$ cat src/rtl/cdr_loop_pkg.sv
package cdr_loop_pkg;
  typedef logic signed [3:0] pd_code_t;

  function automatic pd_code_t pd_to_code(input logic [2:0] up, input logic [2:0] dn);
    logic [3:0] u;
    logic [3:0] d;
    u = {1'b0, up};
    d = {1'b0, dn};
    return pd_code_t'(u - d);
  endfunction
endpackage

$ cat src/rtl/cdr_window_acc.sv
module cdr_window_acc #(
  parameter int WIN   = 8,
  parameter int SUM_W = 8,
  parameter int CW    = 4
) (
  input  logic                    clk,
  input  logic                    rst,
  input  logic                    fire,
  input  cdr_loop_pkg::pd_code_t  code,
  input  logic                    lc,
  output logic                    done,
  output logic signed [SUM_W-1:0] win_sum,
  output logic [CW-1:0]           win_lc
);
  localparam int LW = $clog2(WIN);

  logic [LW-1:0]           cnt;
  logic signed [SUM_W-1:0] acc;
  logic [CW-1:0]           lcc;

  assign done    = fire && (cnt == LW'(WIN - 1));
  assign win_sum = acc + SUM_W'(code);
  assign win_lc  = lcc + CW'(lc);

  always_ff @(posedge clk) begin
    if (rst) begin
      cnt <= '0;
      acc <= '0;
      lcc <= '0;
    end else if (fire) begin
      if (done) begin
        cnt <= '0;
        acc <= '0;
        lcc <= '0;
      end else begin
        cnt <= cnt + 1'b1;
        acc <= win_sum;
        lcc <= win_lc;
      end
    end
  end

  assert_idle_hold_R2: assert property (@(posedge clk) disable iff (rst)
    !fire |=> ($stable(cnt) && $stable(acc) && $stable(lcc)));
  assert_close_clears_R2: assert property (@(posedge clk) disable iff (rst)
    done |=> (cnt == '0 && acc == '0));
endmodule

$ cat src/rtl/cdr_loop_filter.sv
module cdr_loop_filter #(
  parameter int WIN   = 8,
  parameter int SUM_W = 8,
  parameter int DEAD  = 2
) (
  input  logic                    clk,
  input  logic                    rst,
  input  logic                    done,
  input  logic signed [SUM_W-1:0] win_sum,
  output logic                    step,
  output logic                    udn,
  output logic                    cck
);
  localparam int LW = $clog2(WIN);
  localparam int FW = 5;
  localparam logic signed [FW-1:0] DB_P = FW'(DEAD);
  localparam logic signed [FW-1:0] DB_N = -DB_P;

  logic signed [FW-1:0] filt;
  logic signed [FW-1:0] avg;
  logic signed [FW:0]   tot;
  logic signed [FW-1:0] f_nx;

  always_comb begin
    avg  = FW'(win_sum >>> LW);
    tot  = {filt[FW-1], filt} + {avg[FW-1], avg};
    f_nx = FW'(tot >>> 1);
    step = done && ((f_nx >= DB_P) || (f_nx <= DB_N));
  end

  always_ff @(posedge clk) begin
    if (rst) begin
      filt <= '0;
      udn  <= 1'b0;
      cck  <= 1'b0;
    end else begin
      cck <= step;
      if (done) begin
        filt <= f_nx;
        udn  <= (f_nx > 0);
      end
    end
  end

  assert_cck_single_R4: assert property (@(posedge clk) disable iff (rst)
    cck |=> !cck);
  assert_cck_from_close_R4: assert property (@(posedge clk) disable iff (rst)
    cck |-> $past(done));
  assert_udn_at_close_R4: assert property (@(posedge clk) disable iff (rst)
    !done |=> $stable(udn));
endmodule

$ cat src/rtl/cdr_tune_counter.sv
module cdr_tune_counter #(
  parameter int FTW     = 4,
  parameter int FT_INIT = 8
) (
  input  logic           clk,
  input  logic           rst,
  input  logic           cnt_en,
  input  logic           up_dir,
  output logic [FTW-1:0] ft
);
  localparam logic [FTW-1:0] FT_MAX = '1;
  localparam logic [FTW-1:0] FT_MIN = '0;

  always_ff @(posedge clk) begin
    if (rst) begin
      ft <= FTW'(FT_INIT);
    end else if (cnt_en) begin
      if (up_dir && ft != FT_MAX) ft <= ft + 1'b1;
      else if (!up_dir && ft != FT_MIN) ft <= ft - 1'b1;
    end
  end

  assert_hold_no_enable_R5: assert property (@(posedge clk) disable iff (rst)
    !cnt_en |=> $stable(ft));
  assert_step_up_R5: assert property (@(posedge clk) disable iff (rst)
    (cnt_en && up_dir && ft != FT_MAX) |=> ft == $past(ft) + 1'b1);
  assert_sat_top_R6: assert property (@(posedge clk) disable iff (rst)
    (cnt_en && up_dir && ft == FT_MAX) |=> ft == FT_MAX);
  assert_sat_bottom_R6: assert property (@(posedge clk) disable iff (rst)
    (cnt_en && !up_dir && ft == FT_MIN) |=> ft == FT_MIN);
endmodule

$ cat src/rtl/cdr_lock_qual.sv
module cdr_lock_qual #(
  parameter int WIN       = 8,
  parameter int CW        = 4,
  parameter int LOCK_WINS = 4
) (
  input  logic          clk,
  input  logic          rst,
  input  logic          done,
  input  logic          step,
  input  logic [CW-1:0] win_lc,
  output logic          locked
);
  localparam int SW = $clog2(LOCK_WINS + 1);

  logic [SW-1:0] streak;
  logic [SW-1:0] streak_nx;
  logic [CW:0]   twice;
  logic          dominated;

  always_comb begin
    twice     = {win_lc, 1'b0};
    dominated = twice >= (CW + 1)'(WIN);
    streak_nx = (streak == SW'(LOCK_WINS)) ? streak : streak + 1'b1;
  end

  always_ff @(posedge clk) begin
    if (rst) begin
      streak <= '0;
      locked <= 1'b0;
    end else if (done) begin
      if (step) begin
        streak <= '0;
        locked <= 1'b0;
      end else if (dominated) begin
        streak <= streak_nx;
        if (streak_nx == SW'(LOCK_WINS)) locked <= 1'b1;
      end else begin
        streak <= '0;
      end
    end
  end

  assert_clear_on_step_R8: assert property (@(posedge clk) disable iff (rst)
    (done && step) |=> !locked);
  assert_rise_quiet_R7: assert property (@(posedge clk) disable iff (rst)
    $rose(locked) |-> ($past(done) && !$past(step)));
endmodule

$ cat src/rtl/cdr_loop_ctrl.sv
module cdr_loop_ctrl #(
  parameter int WIN       = 8,
  parameter int DEAD      = 2,
  parameter int LOCK_WINS = 4,
  parameter int FTW       = 4,
  parameter int FT_INIT   = 8
) (
  input  logic           clk,
  input  logic           rst,
  input  logic           in_valid,
  output logic           in_ready,
  input  logic [2:0]     pd_up,
  input  logic [2:0]     pd_dn,
  input  logic           pd_lc,
  output logic           udn,
  output logic           cck,
  output logic [FTW-1:0] ft,
  output logic           locked
);
  import cdr_loop_pkg::*;

  localparam int SUM_W = $clog2(WIN * 7 + 1) + 2;
  localparam int CW    = $clog2(WIN + 1);

  logic                    fire;
  pd_code_t                code;
  logic                    done;
  logic signed [SUM_W-1:0] win_sum;
  logic [CW-1:0]           win_lc;
  logic                    step;

  assign in_ready = !rst;
  assign fire     = in_valid && in_ready;
  assign code     = pd_to_code(pd_up, pd_dn);

  cdr_window_acc #(.WIN(WIN), .SUM_W(SUM_W), .CW(CW)) u_acc (
    .clk(clk), .rst(rst), .fire(fire), .code(code), .lc(pd_lc),
    .done(done), .win_sum(win_sum), .win_lc(win_lc)
  );

  cdr_loop_filter #(.WIN(WIN), .SUM_W(SUM_W), .DEAD(DEAD)) u_filt (
    .clk(clk), .rst(rst), .done(done), .win_sum(win_sum),
    .step(step), .udn(udn), .cck(cck)
  );

  cdr_tune_counter #(.FTW(FTW), .FT_INIT(FT_INIT)) u_cnt (
    .clk(clk), .rst(rst), .cnt_en(cck), .up_dir(udn), .ft(ft)
  );

  cdr_lock_qual #(.WIN(WIN), .CW(CW), .LOCK_WINS(LOCK_WINS)) u_lock (
    .clk(clk), .rst(rst), .done(done), .step(step), .win_lc(win_lc),
    .locked(locked)
  );
endmodule

$ cat config.mk
export PLATFORM = sky130hd
export DESIGN_NAME = cdr_loop_ctrl
export DESIGN_NICKNAME = d
export VERILOG_FILES = /design/src/rtl/cdr_loop_pkg.sv /design/src/rtl/cdr_window_acc.sv /design/src/rtl/cdr_loop_filter.sv /design/src/rtl/cdr_tune_counter.sv /design/src/rtl/cdr_lock_qual.sv /design/src/rtl/cdr_loop_ctrl.sv
export SDC_FILE = /design/constraint.sdc
export NUM_CORES = 1
export LEC_CHECK = 0
export BUFFER_PORTS_ARGS = -buffer_cell sky130_fd_sc_hd__buf_4
export CORE_ASPECT_RATIO = 0.9
export CORE_MARGIN = 2
export CORE_UTILIZATION = 45
export DETAILED_ROUTE_END_ITERATION = 16
export SYNTH_ARGS = -nofsm -noshare
export SYNTH_HDL_FRONTEND = slang
export SYNTH_SLANG_ARGS = --single-unit
$ cat constraint.sdc
create_clock -name clk -period 5.2 [get_ports clk]
set_input_delay 0.52 -clock clk [delete_from_list [all_inputs] [get_ports clk]]
set_output_delay 0.52 -clock clk [all_outputs]
set_load 0.03 [all_outputs]
==> metrics.md <==
| Metric | Value |
|---|---|
| Status | `complete, no violations` |
| CTS tree | `yes` |
| CTS Buf Count | `5` |
| Initial Utilization | `0.469` |
| RSZ-0062 raised after global routing | `no` |
| Clock latency on the worst-skew pair | `about 0.28 ns` |
| Yosys cell types | `44` |
| Detailed Route WL | `4030 µm` |
| Syn Std Cell Area | `0.00210 mm²` |
| PwrDens | `roughly 330 mW/mm²` |
| Startpoint Class | `primary input` |
| Crit-path cells | `buf_4 > inv_1 > ha_1 > inv_1 > fa_1 > xor2_1 > ha_1 > o21ai_0 > o21bai_1 > a21oi_1 > o21bai_1 > a21oi_1 > xor2_1 > xnor2_1 > ha_1 > xor2_1 > a311oi_2 > mux2i_1 > xor2_1 > nand3_1 > o32ai_2` |
| Routed Antenna Nets | `0` |
| # fillers | `450` |
| Syn Nets | `288` |
| Via count | `1705` |
| CP Class | `in -> reg` |
| Die area | `approximately 0.0052 mm²` |
| Clk_skew | `0.00432 ns` |
| Min Tclk post-route | `4.73 ns` |
| Mean Syn Cell Area | `8.38 µm²` |
| Crit-path most repeated cell | `xor2_1` |
| Post-DP HPWL | `3060 µm` |
| Die Ht | `68.9 µm` |
| # setup viols final | `0` |
| Ys flop type | `dfxtp_1` |
| Fin crit share | `0.910` |
| Core footprint | `0.00449 mm²` |
| Die extent in x | `about 76 µm` |
| CP max FO | `6` |
| Overall power | `0.767 mW` |
| Sequential share of the synthesized area | `0.286` |
| Max-cap violation count | `0` |
| DRT iter0 DRCs | `68` |
| Fin nets | `305` |
| Port Buffers | `17` |
| CTS Buffer Depth | `2` |
| Placer Congestion | `~0.82` |
| Num ports | `18` |
| Reg area | `601 µm²` |
| Post-CTS sizing | `0` |
| Multi-input logic area | `0.00141 mm²` |
| Cells after Synth | `251` |
| Worst rel slew slack | `0.484` |
| Final Slew Violations | `0` |
| Setup crit end kind | `flip-flop` |
| Layout area overhead | `12.0%` |
| Gr ovfl total | `0` |
| Antenna violations before repair | `0` |
| Critical path data arrival time | `4.93 ns` |
| CTS root buf | `clkbuf_8` |
| Largest net degree at the start of global routing | `24` |
| WL per Instance | `about 12 µm` |
| Share of cells above drive strength 1 | `0.131` |
| Via/cell ratio | `5.17` |
| Global Route Usage Sum | `0.166` |
| LEAKAGE | `a little under 1 nW` |
| Yosys warning total | `0` |
| Required @ worst endpoint | `5.39 ns` |
| Clock sinks | `30` |
| Final TNS setup | `0 ns` |
| First-pass GRT wire length | `6910 µm` |
| HP Class | `reg -> reg` |
| Final core utilization | `0.525` |
| Cell row count | `23` |
| Worst path slowest cell | `fa_1` |
| Top post-synthesis cells by count | `a21oi_1 (30), dfxtp_1 (30), nor2_1 (29)` |
| Fmax | `211 MHz` |
| Detailed Routing Iterations Pass 1 | `4` |
| Cts hold-fix bufs | `0` |
| Ys async rst share | `0` |
| Area share of the largest cell type after synthesis | `0.286` |
| Top cell type by total area after synthesis | `dfxtp_1` |
| Number of global-route vias before repair | `1497` |
| Tightest Pin Transition | `0.772 ns` |
| Ant. Diodes | `0` |
| DP Area | `0.00228 mm²` |
| Hold WS | `0.475 ns` |
| Peak supply drop | `0.177 mV` |
| Synth top area cells | `dfxtp_1 (29%), ha_1 (14%), a21oi_1 (7.1%)` |
| Design area | `0.00235 mm²` |
| Post-CTS setup buffers | `0` |
| Clock-pin slew on the worst setup and hold paths | `around 0.060 ns` |
| # DRC | `0` |
| Hold Vio Cnt, Final | `0` |
| H-tree Lvls | `2` |
| CP peak stage delay | `between 0.3 and 0.4 ns` |
| Synth Register Bits | `30` |
| EDFF count, synth | `0` |
## kinds of logic after synthesis
logic type	count (synthesis)	synth area share
xor gates and xnor gates	16	0.0666
muxes	5	0.0250
AOI/OAI and AO/OA	66	0.204
DFF	30	0.286
and+or+nand+nor	83	0.197
buffers and inverters	24	0.0464
adders and majority gates	27	0.175
## worst paths after layout
kind,start,to,slack [ns],cells after the start
min,u_acc.lcc[0],u_acc.lcc[0],0.48,2
max reg2reg,u_acc.acc[0],u_lock.locked,1.27,15
min reg2reg,u_acc.lcc[0],u_acc.lcc[0],0.48,2
max,pd_up[0],u_lock.locked,0.47,21
## state kept, by name (all words and copies together), names as in the netlist
register       flops
u_acc.lcc          4
u_filt.filt        5
u_filt.cck         1
u_acc.acc          8
u_filt.udn         1
u_acc.cnt          3
u_cnt.ft           4
u_lock.locked      1
u_lock.streak      3
## final cells by class
cell class	count	share of cell area
multi-input cells	197	0.597
flip-flops and latches	30	0.255
repair buffers	18	0.0574
inverters	16	0.0255
clock buffers	7	0.0324
well taps	62	0.0329
## report_power, final
group / internal [mW] / switching, mW / total [mW]
Combinational: 0.154 / 0.186 / 0.340
Sequential: 0.243 / 0.00863 / 0.252
Clock: 0.0920 / 0.0833 / 0.175
Total: 0.489 / 0.278 / 0.767
## layer usage
layer | wire length (µm) | global-route usage
met4 | 30 | 0.0477
met5 | 0 | 0
met1 | 2210 | 0.222
met2 | 1630 | 0.275
met3 | 159 | 0.0391
## stage by stage
stage | std cells | setup slack, ns
6_report | 330 | 0.468
5_1_grt | 330 | 0.112
4_1_cts | 330 | 0.483
3_5_place_dp | 323 | 0.195
3_3_place_gp | 323 | 0.290
2_1_floorplan | 251 | 0.608
## layout by cell type, fill, tap and decap left out, types with 3 or more instances in the layout
cell type and count:
clkbuf_8 5, xnor2_1 11, a21oi_1 30, fa_1 4
nand2b_1 5, buf_4 18, nand2_1 17, dfxtp_1 30
ha_1 23, and3_1 4, a211oi_1 3, o21ai_0 14
nor2_1 29, nand3_1 4, inv_1 15, xor2_1 5
nor2b_1 9, mux2i_1 3, nand3b_1 4, o21bai_1 3
## worst max-delay path: cells and delay by family
| family | cells | cell delay, ns |
|---|---|---|
| buffers and inverters | 3 | 0.21 |
| muxes | 1 | 0.26 |
| and+or+nand+nor | 1 | 0.14 |
| xor gates and xnor gates | 5 | 1.08 |
| adders and majority gates | 4 | 1.20 |
| AOI/OAI and AO/OA | 7 | 1.52 |
(Power assumes the default switching activity.)
